--- config.mk ---
export PLATFORM = sky130hd
export DESIGN_NAME = btb_predictor
export DESIGN_NICKNAME = d
export VERILOG_FILES = /design/src/rtl/btb_pkg.sv /design/src/rtl/btb_store.sv /design/src/rtl/btb_lookup.sv /design/src/rtl/btb_update.sv /design/src/rtl/btb_predictor.sv
export SDC_FILE = /design/constraint.sdc
export NUM_CORES = 1
export LEC_CHECK = 0
export BUFFER_PORTS_ARGS = -buffer_cell sky130_fd_sc_hd__buf_2
export CAP_MARGIN = 20
export CORE_MARGIN = 2
export CORE_UTILIZATION = 30
export DETAILED_ROUTE_END_ITERATION = 12
export SLEW_MARGIN = 20
export SYNTH_ARGS = -nofsm -noshare
export SYNTH_HDL_FRONTEND = slang
export SYNTH_SLANG_ARGS = --single-unit
export TNS_END_PERCENT = 20
--- constraint.sdc ---
create_clock -name clk -period 7.5 [get_ports clk]
set_clock_uncertainty 0.15 [all_clocks]
set_input_delay 1.5 -clock clk [delete_from_list [all_inputs] [get_ports clk]]
set_output_delay 1.5 -clock clk [all_outputs]
set_load 0.05 [all_outputs]
--- src/rtl/btb_pkg.sv ---
package btb_pkg;
    parameter int PC_W    = 32;
    parameter int ENTRIES = 16;
    parameter int INSN_B  = 4;

    localparam int OFS_W = $clog2(INSN_B);
    localparam int IDX_W = $clog2(ENTRIES);
    localparam int TAG_W = PC_W - OFS_W - IDX_W;

    typedef logic [PC_W-1:0]  pc_t;
    typedef logic [IDX_W-1:0] idx_t;
    typedef logic [TAG_W-1:0] tag_t;

    typedef struct packed {
        logic valid;
        logic is_jump;
        tag_t tag;
        pc_t  target;
    } entry_t;

    typedef enum logic [1:0] {
        WR_NONE = 2'd0,
        WR_FILL = 2'd1,
        WR_KILL = 2'd2
    } wr_op_e;

    typedef struct packed {
        wr_op_e op;
        idx_t   idx;
        entry_t data;
    } wr_req_t;

    typedef struct packed {
        logic valid;
        pc_t  pc;
        logic taken;
        logic is_jump;
        pc_t  target;
        pc_t  pred_next;
    } resolve_t;

    function automatic idx_t idx_of(input pc_t pc);
        return pc[OFS_W +: IDX_W];
    endfunction

    function automatic tag_t tag_of(input pc_t pc);
        return pc[PC_W-1 -: TAG_W];
    endfunction

    function automatic pc_t seq_pc(input pc_t pc);
        return pc + pc_t'(INSN_B);
    endfunction
endpackage

--- src/rtl/btb_store.sv ---
module btb_store
    import btb_pkg::*;
(
    input  logic         clk,
    input  logic         rst,
    input  wr_req_t      wr,
    input  idx_t         rd_idx_f,
    input  idx_t         rd_idx_r,
    output entry_t       rd_ent_f,
    output entry_t       rd_ent_r,
    output logic [ENTRIES-1:0] valid_vec
);
    entry_t ent_arr [ENTRIES];

    for (genvar g = 0; g < ENTRIES; g++) begin : g_ent
        entry_t q;
        always_ff @(posedge clk) begin
            if (rst) begin
                q.valid <= 1'b0;
            end else if (wr.idx == idx_t'(g)) begin
                case (wr.op)
                    WR_FILL: q       <= wr.data;
                    WR_KILL: q.valid <= 1'b0;
                    default: ;
                endcase
            end
        end
        assign ent_arr[g]   = q;
        assign valid_vec[g] = q.valid;
    end

    assign rd_ent_f = ent_arr[rd_idx_f];
    assign rd_ent_r = ent_arr[rd_idx_r];


    fill_sets_valid_chk: assert property (@(posedge clk) disable iff (rst)
        (wr.op == WR_FILL) |=> valid_vec[$past(wr.idx)]);


    kill_clears_valid_chk: assert property (@(posedge clk) disable iff (rst)
        (wr.op == WR_KILL) |=> !valid_vec[$past(wr.idx)]);


    idle_keeps_valid_chk: assert property (@(posedge clk) disable iff (rst)
        (wr.op == WR_NONE) |=> $stable(valid_vec));
endmodule

--- src/rtl/btb_lookup.sv ---
module btb_lookup
    import btb_pkg::*;
(
    input  pc_t    pc,
    input  entry_t ent,
    output logic   hit,
    output pc_t    next_pc,
    output logic   is_jump
);
    always_comb begin
        hit     = ent.valid && (ent.tag == tag_of(pc));
        next_pc = hit ? ent.target : seq_pc(pc);
        is_jump = hit && ent.is_jump;
    end
endmodule

--- src/rtl/btb_update.sv ---
module btb_update
    import btb_pkg::*;
(
    input  resolve_t res,
    input  entry_t   ent_r,
    output wr_req_t  wr,
    output logic     mispredict
);
    logic redirect;
    logic owns;
    pc_t  real_next;

    always_comb begin
        redirect   = res.taken || res.is_jump;
        owns       = ent_r.valid && (ent_r.tag == tag_of(res.pc));
        real_next  = redirect ? res.target : seq_pc(res.pc);
        mispredict = res.valid && (real_next != res.pred_next);

        wr.op           = WR_NONE;
        wr.idx          = idx_of(res.pc);
        wr.data.valid   = 1'b1;
        wr.data.is_jump = res.is_jump;
        wr.data.tag     = tag_of(res.pc);
        wr.data.target  = res.target;
        if (res.valid) begin
            if (redirect)  wr.op = WR_FILL;
            else if (owns) wr.op = WR_KILL;
        end
    end
endmodule

--- src/rtl/btb_predictor.sv ---
module btb_predictor
    import btb_pkg::*;
(
    input  logic            clk,
    input  logic            rst,
    input  logic [PC_W-1:0] fetch_pc,
    output logic            fetch_hit,
    output logic [PC_W-1:0] fetch_next_pc,
    output logic            fetch_is_jump,
    input  logic            res_valid,
    input  logic [PC_W-1:0] res_pc,
    input  logic            res_taken,
    input  logic            res_is_jump,
    input  logic [PC_W-1:0] res_target,
    input  logic [PC_W-1:0] res_pred_next,
    output logic            res_mispredict
);
    resolve_t           res;
    wr_req_t            wr;
    entry_t             ent_f;
    entry_t             ent_r;
    logic [ENTRIES-1:0] valid_vec;

    assign res = '{valid: res_valid, pc: res_pc, taken: res_taken,
                   is_jump: res_is_jump, target: res_target,
                   pred_next: res_pred_next};

    btb_store u_store (
        .clk       (clk),
        .rst       (rst),
        .wr        (wr),
        .rd_idx_f  (idx_of(fetch_pc)),
        .rd_idx_r  (idx_of(res_pc)),
        .rd_ent_f  (ent_f),
        .rd_ent_r  (ent_r),
        .valid_vec (valid_vec)
    );

    btb_lookup u_lookup (
        .pc      (fetch_pc),
        .ent     (ent_f),
        .hit     (fetch_hit),
        .next_pc (fetch_next_pc),
        .is_jump (fetch_is_jump)
    );

    btb_update u_update (
        .res        (res),
        .ent_r      (ent_r),
        .wr         (wr),
        .mispredict (res_mispredict)
    );


    hit_needs_valid_chk: assert property (@(posedge clk) disable iff (rst)
        fetch_hit |-> valid_vec[idx_of(fetch_pc)]);


    fill_then_hit_chk: assert property (@(posedge clk) disable iff (rst)
        ($past(res_valid && (res_taken || res_is_jump)) && (fetch_pc == $past(res_pc)))
        |-> (fetch_hit && fetch_next_pc == $past(res_target)));


    taken_agree_chk: assert property (@(posedge clk) disable iff (rst)
        (res_valid && res_taken && !res_mispredict) |-> (res_pred_next == res_target));


    idle_no_mp_chk: assert property (@(posedge clk) disable iff (rst)
        !res_valid |-> !res_mispredict);
endmodule

# [Yosys cells after proc, flatten, opt, wreduce, memory -nomap -nowiden]
# Cells that the tools add are included.
[word_totals] in_bits=133 regBits=960
[op_classes] reduce_logical=39 magnitude_cmp=2 n_addsub=2 n_bitwise=3 eq_ne=20 n_mux=12
[op_table] cell="binary-select mux 60 bit (select 4 bit)" count=2
[op_table] cell="2-to-1 mux 60 bit" count=4
[op_table] cell="adder 32 x 3 -> 32 bit, second input constant" count=2
[op_table] cell="2-to-1 mux 32 bit" count=2
[op_table] cell="equality test 26 bit" count=2
[op_table] cell="AND reduction 3 bit" count=16
[op_table] cell="equality test 4 bit, second input constant" count=8
[op_table] cell="inequality test 32 bit" count=1
[op_table] cell="AND reduction 2 bit" count=16
[op_table] cell="equality test 4 x 3 -> 1 bit, second input constant" count=4
[op_table] cell=">= comparator 5 bit, second input constant" count=2
[op_table] cell="NOT 4 -> 5 bit" count=2
[op_table] cell="equality test 4 x 2 -> 1 bit, second input constant" count=2
[op_table] cell="2-to-1 mux 2 bit" count=3
[op_table] cell="equality test 4 x 1 -> 1 bit, second input constant" count=1
[op_table] cell="logical AND 1 bit" count=4
[op_table] cell="zero test 4 bit" count=1
[op_table] cell="equality test 2 x 1 -> 1 bit, second input constant" count=1
[op_table] cell="equality test 2 bit, second input constant" count=1
[op_table] cell="case mux 1 bit (2 select lines)" count=1
[op_table] cell="nonzero test 2 bit" count=1
[op_table] cell="logical OR 1 bit" count=1
[op_table] cell="NOT 1 bit" count=1

# [Logic depth before layout (Yosys ltp)]
# Gate-level depths: netlist of the first run.
[logic_depth] word_depth=12 mapped_depth=15

# [Hierarchy]
# From an unflattened synthesis of the first run, not the netlist that was laid out.
[hier_totals] hier_cells=2627 hier_area_um2=47279.1
[modules_own_cells] mod="btb_store" cells_each=2086 seq_area_each_um2=28667.5 instances=1 area_per_inst_um2=43224.0
[modules_own_cells] mod="btb_update" cells_each=382 seq_area_each_um2=0.0 instances=1 area_per_inst_um2=2581.2
[modules_own_cells] mod="btb_lookup" cells_each=159 seq_area_each_um2=0.0 instances=1 area_per_inst_um2=1473.9

# [Worst setup path before layout of the first run]
# OpenSTA, ideal clock, no wires.
[synth_path] kind="input to register" from="input res_is_jump" to="register u_store.g_ent[15].q, in the netlist u_store.ent_arr[0], enable pin" setup_slack_ns=0.500 arrival_ns=6.302 stages=5 required_ns=6.802 cell_sequence="or2_2 clkbuf_1 clkbuf_1 nand2_1 nor3_1"
[synth_between] elab_chain_len=5
[synth_rtl] element="start: declaration" line="btb_predictor.sv:13" source="input logic res_is_jump,"
[synth_rtl] element="logical OR 1 bit" line="btb_update.sv:14" source="redirect = res.taken || res.is_jump;"
[synth_rtl] element="2-to-1 mux 2 bit" line="btb_update.sv:26" source="if (redirect) wr.op = WR_FILL;"
[synth_rtl] element="2-to-1 mux 2 bit" line="btb_update.sv:25" source="if (res.valid) begin"
[synth_rtl] element="equality test 2 x 1 -> 1 bit" line="btb_store.sv:21" source="case (wr.op)"
[synth_rtl] element="AND reduction 3 bit (no source line)"
[synth_rtl] element="end signal: assignment" line="btb_store.sv:22" source="WR_FILL: q <= wr.data;"
[synth_rtl] element="end: declaration" line="btb_store.sv:16" source="entry_t q;"
# Every way passes these cells.
# A chain may end at the register's enable or synchronous reset.

# [Final worst setup path of the first run]
[layout_path] from="input fetch_pc[4]" to="output fetch_next_pc[27]"
[layout_between] elab_chain_len=7 elab_cells_between_ends=8
[layout_rtl] element="start: declaration" line="btb_predictor.sv:6" source="input logic [PC_W-1:0] fetch_pc,"
[layout_rtl] element="NOT 4 -> 5 bit (implied by the code)" line="btb_store.sv:32" source="assign rd_ent_f = ent_arr[rd_idx_f];"
[layout_rtl] element="binary-select mux 60 bit (select 4 bit)" line="btb_store.sv:32"
[layout_rtl] element="2-to-1 mux 60 bit (implied by the code) (2 in series)" line="btb_store.sv:32"
[layout_rtl] element="equality test 26 bit" line="btb_lookup.sv:11" source="hit = ent.valid && (ent.tag == tag_of(pc));"
[layout_rtl] element="logical AND 1 bit" line="btb_lookup.sv:11"
[layout_rtl] element="2-to-1 mux 32 bit *" line="btb_lookup.sv:12" source="next_pc = hit ? ent.target : seq_pc(pc);"
[layout_rtl] element="end: declaration" line="btb_predictor.sv:8" source="output logic [PC_W-1:0] fetch_next_pc,"
# Every way passes the cells marked *; elsewhere a longest branch is shown, timed or not. The select of a mux whose other input is x is not followed.

==> results of run 1 <==
[worst paths after layout]
| kind | start | to | slack, ns | depth (start not counted) |
|---|---|---|---|---|
| min | u_store.valid_vec[6] | u_store.valid_vec[6] | 0.39 | 2 |
| max reg2reg | u_store.ent_arr[110] | u_store.valid_vec[11] | 3.09 | 12 |
| max | fetch_pc[4] | fetch_next_pc[27] | 0.85 | 11 |
| min reg2reg | u_store.valid_vec[6] | u_store.valid_vec[6] | 0.39 | 2 |
[layout make-up]
type	instances	area, um^2
Fill cell	13407	93300
Multi-Input combinational cell	1074	14000
Timing Repair Buffer	262	1800
Clock buffer	123	2590
Antenna cell	9	22.5
Inverter	27	104
Sequential cell	960	28700
Clock inverter	59	558
Tap cell	1903	2380
[synth_stat cells (8+ instances only)]
| cell | count |
|---|---|
| buf_2 | 31 |
| mux2_2 | 14 |
| a21oi_1 | 34 |
| nor4_1 | 19 |
| dfxtp_1 | 16 |
| o21ai_0 | 20 |
| buf_4 | 8 |
| xor2_1 | 48 |
| xnor2_1 | 77 |
| edfxtp_1 | 944 |
| nand2b_1 | 15 |
| mux2_4 | 29 |
| nor3_1 | 24 |
| inv_1 | 27 |
| and4_1 | 8 |
| nor2_1 | 51 |
| nand2_1 | 49 |
| and3_1 | 14 |
| mux4_2 | 395 |
| o22ai_1 | 17 |
| nor2b_1 | 14 |
| nand4_1 | 25 |
| clkbuf_1 | 76 |
| nand3_1 | 38 |
| buf_1 | 26 |
| a311oi_1 | 18 |
| mux2i_1 | 49 |
[critical path, stage by stage]
cell and delay [ns]:
buf_6 0.43, buf_4 0.46, nand2_1 0.38, o221ai_1 0.50
xor2_1 0.23, nand4b_1 0.14, nor4_2 0.32, nand4b_4 0.17
buf_12 0.25, mux2_4 0.33, buf_2 0.21
[registers in the layout, indices dropped and copies added (netlist names)]
register,count
u_store.ent_arr,944
u_store.valid_vec,16
[stage by stage]
| step | setup WS [ns] | std cells | power, W | util [%] | hold WS (ns) |
|---|---|---|---|---|---|
| 2_1_floorplan | 0.500 | 2208 | 0.00667 | - | 0.334 |
| 3_3_place_gp | 0.883 | 4226 | 0.00710 | 32.7 | 0.363 |
| 3_5_place_dp | 0.856 | 4226 | 0.00711 | 32.7 | 0.369 |
| 4_1_cts | 0.847 | 4408 | 0.0119 | 34.9 | 0.380 |
| 5_1_grt | 0.705 | 4410 | 0.0122 | 34.9 | 0.405 |
| 6_report | 0.847 | 4417 | 0.0119 | 34.9 | 0.385 |
[cell families after synthesis]
group           after synthesis  share of synthesized area [%]
fa+ha+maj                     6                          0.173
flops                       960                           66.2
xor+xnor                    125                           2.53
compound gates              167                           2.73
mux                         487                           23.0
buf+inv                     174                           1.77
simple gates                289                           3.59
[layer usage]
metal | routed length (um) | up-vias | GRT usage (%)
li1 | - | 9837 | -
met1 | 57400 | 13106 | 26.1
met2 | 60300 | 1288 | 27.0
met3 | 16700 | 236 | 6.73
met4 | 3140 | 60 | 4.15
met5 | 377 | - | 0
[power groups by stage]
stage,clock network [W],logic [W],registers (W)
CTS,0.00493,0.00104,0.00596
floorplan,0,0.000600,0.00607
global placement,0,0.00103,0.00607
detailed placement,0,0.00103,0.00607
finish,0.00486,0.00104,0.00596
global route,0.00513,0.00109,0.00596
==> metrics, run 1 <==
Synth Flop Type edfxtp_1; Gate power share 8.7%; element type at the critical path end primary output; global route overflow 0; commonest cells after routing, fill and taps aside 944 x edfxtp_1, 395 x mux4_2, 161 x buf_2; total track usage 18.4%; Starting DRT DRC Count 3420; clk slew on worst S/H paths 0.07 ns; EDFF count, synth 944; sequential-to-total area share from yosys stat 66.2%; Sw Pwr 0.00276 W; largest net degree at the start of global routing 66; dpl cell area 0.0470 mm^2; classification of the worst setup path in -> out; final wirelength 138 mm; initial antenna violation count 47; die height 384 um; worst skew pair latency 0.69 ns; share of power burned in registers 50.3%; power per cell area 237 mW/mm^2; detailed placement HPWL 91.2 mm; Synth Instances 2208; top post-synthesis cells by area edfxtp_1 65%, mux4_2 21%, xnor2_1 1.6%, mux2i_1 1.1%, mux2_4 1.0%; Avg Inst Size Synth 19.6 um^2; final cell area excluding filler cells 0.0501 mm^2; cell area after synthesis 0.0433 mm^2; Cell variety after synth 70; DRT Pass-1 Iters 5; vias per inst 5.55; CTS root buf clkbuf_16; internal cell power 0.00911 W; P&R area growth vs syn 15.7%; period utilisation layout 88.7%; P_leak 15.8 nW; Least-Margin Pin Slew 1.07 ns; layout cell share with drive strength beyond 1 34.6%; H-Tree Depth 3; share of the synthesized area in the top cell type 65.4%; Initial Util 30.2%; Slew Limit Fails 0; outcome finished, final reports clean; Final #Nets 2563; Switching Fraction 23.2%; clock share of power 41.0%; die footprint 0.147 mm^2; Max FO, Critical Path 49; die width 384 um; #FFs+latches synth 960; Ys Warns 0; Yosys top cell by area edfxtp_1; Setup Buffers After CTS 0; post-cts sizing count 0; Slew HR 28.6%; min Tclk post-route 6.65 ns; first-pass GRT wire length 192 mm; async set-or-reset flop fraction in the synthesized netlist 0%; total number of vias 24.5k; Critical Path AT 5.00 ns; TritonCTS clock tree built; Max VDD drop 0.196 mV; endpoints failing hold 0; DR DRC count 0; Fmax 150 MHz; # clock sinks 960; antenna-violating nets left 0; post-DR wirelength/cell 31.2 um; syn_nets 2347; core area 0.143 mm^2; RSZ-0062 raised after global routing false; CTS buffer count 99; # IOs 168; commonest non-fill, non-tap cell in the layout edfxtp_1; Req. time, crit path 5.85 ns; max-cap check violation count 0; RD Place Congestion 0.890; crit start category input pin; FP Rows 139; Hold WC Path Type reg -> reg; # setup viols final 0; vias in the first global route 24.1k; setup_tns 0 ns; port bufs 167; CTS Hold Buffers Added 0; CTS Buffer Depth 3
Power figures use the tool's default switching activity.
==> run 2, diff against run 1 <==
- RECOVER_POWER: not set -> 100
==> run 2 against run 1 <==
Net effect:
- the flow now finishes with violations (capacitance limit, slew limit)
- sequential share of layout area rose by 0.38 points
- power barely moved
- non-clock buffer count stayed put
- worst hold slack about the same
- sequential cell count unchanged
- sequential power barely moved
- register-to-register slack worse by 0.38 ns
- design area fell by 0.66%
- critical path depth grew 1
- clock-buffer cell count did not move
- core utilization down 0.23 points
- worst setup slack got worse by 0.38 ns
- largest cell class unchanged
- highest routed layer unchanged
==> metrics, run 2 (same netlist as run 1, synthesis figures left out) <==
outcome finished with violations; violated checks capacitance limit, slew limit; Worst Setup SP fetch_pc[4]; final wirelength 138 mm (about the same); antenna-violating nets left 0 (unchanged); commonest non-fill, non-tap cell in the layout edfxtp_1; max-cap check violation count 19 (+19); DR DRC count 0 (unchanged); crit start category input pin; CTS root buf clkbuf_16; Slew HR -115% (-140 points); launching point of the worst reg2reg path u_store.ent_arr[50]; DRT Pass-1 Iters 5 (unchanged); routed length on met2 60.3 mm (about the same); H-Tree Depth 3 (unchanged); RSZ-0062 raised after global routing false; Initial Util 30.2% (unchanged); period utilisation layout 93.7% (+5.0 points); Max FO, Critical Path 49 (unchanged); layout cell share with drive strength beyond 1 30.7% (-3.9 points); reg2reg setup slack 2.71 ns (-0.38 ns); first-pass GRT wire length 192 mm (unchanged); classification of the worst setup path in -> out; # IOs 168 (unchanged); total chip power 0.0119 W (about the same); Reg-to-Reg End u_store.valid_vec[10]; Routed met3 length 16.7 mm (-0.34%); P&R area growth vs syn 15.0%; Hold WC Path Type reg -> reg; detailed placement HPWL 91.2 mm (unchanged); core area 0.143 mm^2 (unchanged); die footprint 0.147 mm^2 (unchanged); endpoints failing hold 0 (unchanged); Critical Path AT 5.38 ns (+0.38 ns); die width 384 um (unchanged); Worst Hold Margin 0.385 ns (-0.000261 ns); global route overflow 0 (unchanged); initial antenna violation count 40 (-15%); P_leak 15.5 nW (-1.7%); post-cts sizing count 0 (unchanged); # setup viols final 0 (unchanged); setup_tns 0 ns (unchanged); element type at the critical path end primary output; port bufs 167 (unchanged); vias per inst 5.56 (about the same); largest net degree at the start of global routing 66 (unchanged); worst skew pair latency 0.69 ns (about the same); Largest register FFs 944 (unchanged); clk slew on worst S/H paths 0.07 ns (about the same); CTS Hold Buffers Added 0 (unchanged); Hold Path Depth 2 (unchanged); total number of vias 24.5k (+0.029%); Least-Margin Pin Slew 3.22 ns (+2.15 ns); Final #Nets 2563 (unchanged); Fmax 142 MHz (-5.4%); RD Place Congestion 0.890 (unchanged); Req. time, crit path 5.85 ns (about the same); total track usage 18.4% (unchanged); min Tclk post-route 7.03 ns (+0.377 ns); CTS Buffer Depth 3 (unchanged); FP Rows 139 (unchanged); R2R cell count 12 (unchanged); Max VDD drop 0.196 mV (+0.19%); Slew Limit Fails 505 (+505); # clock sinks 960 (unchanged); met1 WL 57.5 mm (+0.12%); commonest cells after routing, fill and taps aside 944 x edfxtp_1, 395 x mux4_2, 107 x clkbuf_1; Setup Buffers After CTS 0 (unchanged); power per cell area 238 mW/mm^2 (+0.57%); Starting DRT DRC Count 3576 (+4.6%); post-DR wirelength/cell 31.3 um (+0.14%); TritonCTS clock tree built; die height 384 um (unchanged); end point of the critical path fetch_next_pc[31]; vias in the first global route 24.1k (unchanged); top routing layer used met5; CTS buffer count 99 (unchanged)
run 2: changes by cell type in the layout (fill, tap and decap cells not counted), sizes merged:
| cell | before | now |
|---|---|---|
| dlymetal6s2s | 0 | 1 |
| diode | 9 | 7 |
| clkbuf | 124 | 215 |
| buf | 261 | 169 |
run 2: worst min-delay path by stage:
| stage | startpoint | end |
|---|---|---|
| after floorplan | u_store.valid_vec[15] | u_store.valid_vec[15] |
| after global placement | u_store.valid_vec[7] | u_store.valid_vec[7] |
| after detailed placement | u_store.valid_vec[15] | u_store.valid_vec[15] |
| after CTS | u_store.valid_vec[15] | u_store.valid_vec[15] |
| after global routing | u_store.valid_vec[6] | u_store.valid_vec[6] |
| final | u_store.valid_vec[15] | u_store.valid_vec[15] |
run 2: where the power goes:
group / internal [W] / switching [W]
Combinational: 0.000390 / 0.000636
Clock: 0.00276 / 0.00210
Sequential: 0.00595 / 0.0000169
run 2: layer usage:
| layer | track usage [%] | vias up |
|---|---|---|
| li1 | - | 9825 |
| met1 | 26.1 | 13124 |
| met2 | 27.0 | 1288 |
| met3 | 6.73 | 235 |
| met4 | 4.15 | 62 |
| met5 | 0 | - |
run 2: metrics by stage:
stage                     setup slack [ns]  util [%]  std cells  cell area (um^2)
after floorplan                      0.500         -       2208             43300
after global placement               0.883      32.7       4226             47000
after detailed placement             0.856      32.7       4226             47000
after CTS                            0.847      34.9       4408             50100
after global routing                 0.366      34.7       4410             49800
final                                0.470      34.7       4415             49800
run 2: final cells by class:
cell class / instances / area (um^2)
Inverter: 27 / 104
Clock inverter: 59 / 558
Timing Repair Buffer: 262 / 1560
Sequential cell: 960 / 28700
Clock buffer: 123 / 2590
Fill cell: 13472 / 93700
Antenna cell: 7 / 17.5
Tap cell: 1903 / 2380
Multi-Input combinational cell: 1074 / 13900
run 2: worst max-delay path: stages:
cell and delay (ns):
clkbuf_4 0.69, buf_4 0.50, nand2b_1 0.42, o22ai_1 0.28, nor2_1 0.14, xnor2_1 0.26, nand3_1 0.13, nor4b_2 0.37
nand4b_4 0.18, buf_12 0.24, mux2_1 0.38, buf_12 0.16
==> run 3, diff against run 2 <==
- ABC_AREA: not set -> 1
- MAX_ROUTING_LAYER: not set -> met4
==> run 3 against run 2 <==
Net effect:
- the run still ends with capacitance limit, slew limit left
- global-route usage is 2.7 points higher
- clock-buffer cell count grew 3
- worst hold slack worse by 0.038 ns
- largest cell class unchanged
- sequential cell count unchanged
- synthesized area is 7.0% higher
- wire length increased by 21%
- non-clock buffer count rose by 3
==> metrics, run 3 <==
CP max stage cell inv_8; first-pass GRT wire length 239 mm (+25%); TritonCTS clock tree built; RD Place Congestion 0.976 (+9.7%); top post-synthesis cells by area edfxtp_1 61%, nand2_1 8.8%, o21ai_0 6.6%, nor2_1 4.8%, nand3_1 3.0%; classification of the worst setup path in -> out; commonest cells after routing, fill and taps aside 1089 x nand2_1, 944 x edfxtp_1, 607 x o21ai_0; Ys Warns 0 (unchanged); antenna-violating nets left 0 (unchanged); vias in the first global route 34.8k (+44%); die height 397 um (+3.4%); detailed placement HPWL 103 mm (+13%); CTS Buffer Depth 3 (unchanged); Synth Instances 4818 (+120%); DRT Pass-1 Iters 6 (+1); syn_nets 4957 (+110%); global route overflow 0 (unchanged); Max VDD drop 0.201 mV (+2.4%); vias per inst 5.29 (-4.8%); Hold Path End u_store.valid_vec[12]; final wirelength 166 mm (+21%); Final #Nets 5036 (+96%); max incr delay on CP 0.56 ns (-0.13 ns); Slew HR -133% (-19 points); Synth Flop Type edfxtp_1; Worst Hold Launch u_store.valid_vec[12]; RSZ-0062 raised after global routing false; Slew Limit Fails 1023 (+100%); Largest register FFs 944 (unchanged); largest net degree at the start of global routing 201 (+200%); #FFs+latches synth 960 (unchanged); CTS buffer count 102 (+3.0%); count leader, synth nand2_1; DR DRC count 0 (unchanged); violated checks capacitance limit, slew limit; Least-Margin Pin Slew 3.50 ns (+0.279 ns); P&R area growth vs syn 12.8%; launching point of the worst reg2reg path u_store.ent_arr[875]; endpoints failing hold 0 (unchanged); Initial Util 30.2% (-0.040 points); Hold Path Depth 2 (unchanged); CTS Hold Buffers Added 0 (unchanged); core area 0.154 mm^2 (+7.1%); Max FO, Critical Path 102 (+110%); cell area after synthesis 0.0463 mm^2 (+7.0%); Non-Filler Instances 7055 (+60%); CTS root buf clkbuf_16; Post-synth top cells 1089 x nand2_1, 944 x edfxtp_1, 607 x o21ai_0; Reg-to-Reg End u_store.valid_vec[4]; element type at the critical path end primary output; Cell Chain, Critical Path buf_8 -> inv_8 -> clkbuf_2 -> nand2_1 -> nand3_1 -> nand2_1 -> nand2_1 -> nand2_1 -> inv_1 -> nand2_1 -> nand2_1 -> nand4_1 -> nor2_1 -> nand3_4 -> nor2_8 -> nand2_1 -> nand2_1 -> clkbuf_1; # IOs 168 (unchanged); post-cts sizing count 0 (unchanged); # clock sinks 960 (unchanged); Cell variety after synth 53 (-24%); layout cell share with drive strength beyond 1 7.07% (-24 points); min Tclk post-route 7.09 ns (+0.0620 ns); Setup Buffers After CTS 0 (unchanged); Critical Path AT 5.44 ns (+0.06 ns); Fmax 141 MHz (-0.88%); FP Rows 144 (+3.6%); EDFF count, synth 944 (unchanged); max-cap check violation count 34 (+15); power per cell area 232 mW/mm^2 (-2.5%); clk slew on worst S/H paths 0.06 ns (about the same); crit start category input pin; share of the synthesized area in the top cell type 61.2% (-4.3 points); port bufs 167 (unchanged); post-DR wirelength/cell 23.6 um (-25%); sequential-to-total area share from yosys stat 61.9% (-4.3 points); # setup viols final 0 (unchanged); setup_tns 0 ns (unchanged); cell mode on critical path nand2_1; Avg Inst Size Synth 9.62 um^2 (-51%); period utilisation layout 94.6% (+0.83 points); outcome finished with violations; async set-or-reset flop fraction in the synthesized netlist 0% (unchanged); Hold WC Path Type reg -> reg; die width 397 um (+3.4%); Starting DRT DRC Count 5265 (+47%); reg2reg setup slack 3.76 ns (+1.05 ns); Req. time, crit path 5.85 ns (about the same); total number of vias 37.3k (+52%); R2R cell count 17 (+5); Post-Place Cells 6837 (+62%); H-Tree Depth 3 (unchanged); total track usage 21.1% (+2.7 points); commonest non-fill, non-tap cell in the layout nand2_1; worst skew pair latency 0.73 ns (+0.04 ns); P_leak 19.2 nW (+23%); initial antenna violation count 40 (unchanged); Yosys top cell by area edfxtp_1; die footprint 0.158 mm^2 (+6.9%)
[run 3: changes by cell type in the layout (fill, tap and decap cells not counted), moves of 242 or more]
cell | previous run | this run
inv_1 | 26 | 363
mux4_2 | 395 | 0
nand2_1 | 49 | 1089
nand3_1 | 38 | 280
nor2_1 | 45 | 589
o21ai_0 | 20 | 607
[run 3: area by class of cell]
cell class	count	area (um^2)
fillers	15589	101000
repair buffers	265	1450
flip-flops and latches	960	28700
multi-input cells	3193	14900
inverters	375	1430
well taps	2044	2560
clock inverters	63	604
clock buffers	126	2640
diodes	29	72.6
[run 3: per-stage QoR]
step	worst slack [ns]	cell area (um^2)	hold WS, ns	util, %	power, W
2_1_floorplan	0.0750	46300	0.302	-	0.00676
3_3_place_gp	0.663	49300	0.325	32.1	0.00724
3_5_place_dp	0.671	49300	0.326	32.1	0.00725
4_1_cts	0.659	52500	0.336	34.2	0.0122
5_1_grt	0.176	52300	0.364	34.0	0.0125
6_report	0.408	52300	0.347	34.0	0.0121
[run 3: how the worst max path moves through the flow]
stage / from / end / slack [ns] / cells after the start
after floorplan: res_pc[2] / u_store.ent_arr[180] / 0.07 / 7
after global placement: fetch_pc[2] / fetch_next_pc[30] / 0.66 / 22
after detailed placement: fetch_pc[2] / fetch_next_pc[30] / 0.67 / 22
after CTS: fetch_pc[2] / fetch_next_pc[30] / 0.66 / 22
after global routing: fetch_pc[2] / fetch_next_pc[4] / 0.18 / 20
final: fetch_pc[2] / fetch_next_pc[8] / 0.41 / 18
[run 3: metal layers]
metal / global-route usage (%) / part of all wire [%] / vias up
li1: - / - / 16864
met1: 28.3 / 42 / 18092
met2: 31.4 / 44 / 2029
met3: 4.52 / 10 / 332
met4: 7.52 / 3.5 / 0
met5: - / 0 / -
[run 3: cells by family (layout without fill, tap and decap cells)]
family	after synthesis	after routing	synth area share, %
AO/OA/AOI/OAI	1072	1072	12.9
flip-flops	960	960	61.9
other	0	29	0
buffers and inverters	665	829	6.11
XOR/XNOR	35	35	0.661
adder cells (fa/ha/maj)	6	6	0.162
AND/OR/NAND/NOR	2080	2080	18.3
[run 3: worst max-delay path: cells and delay by family]
| family | cells | cell delay, ns |
|---|---|---|
| buf+inv | 5 | 1.84 |
| simple gates | 13 | 1.92 |
[run 3: power breakdown]
group | total (W) | internal (W) | switching (W)
combinational | 0.00119 | 0.000292 | 0.000898
sequential | 0.00597 | 0.00595 | 0.0000148
clock | 0.00497 | 0.00279 | 0.00218
total | 0.0121 | 0.00903 | 0.00309
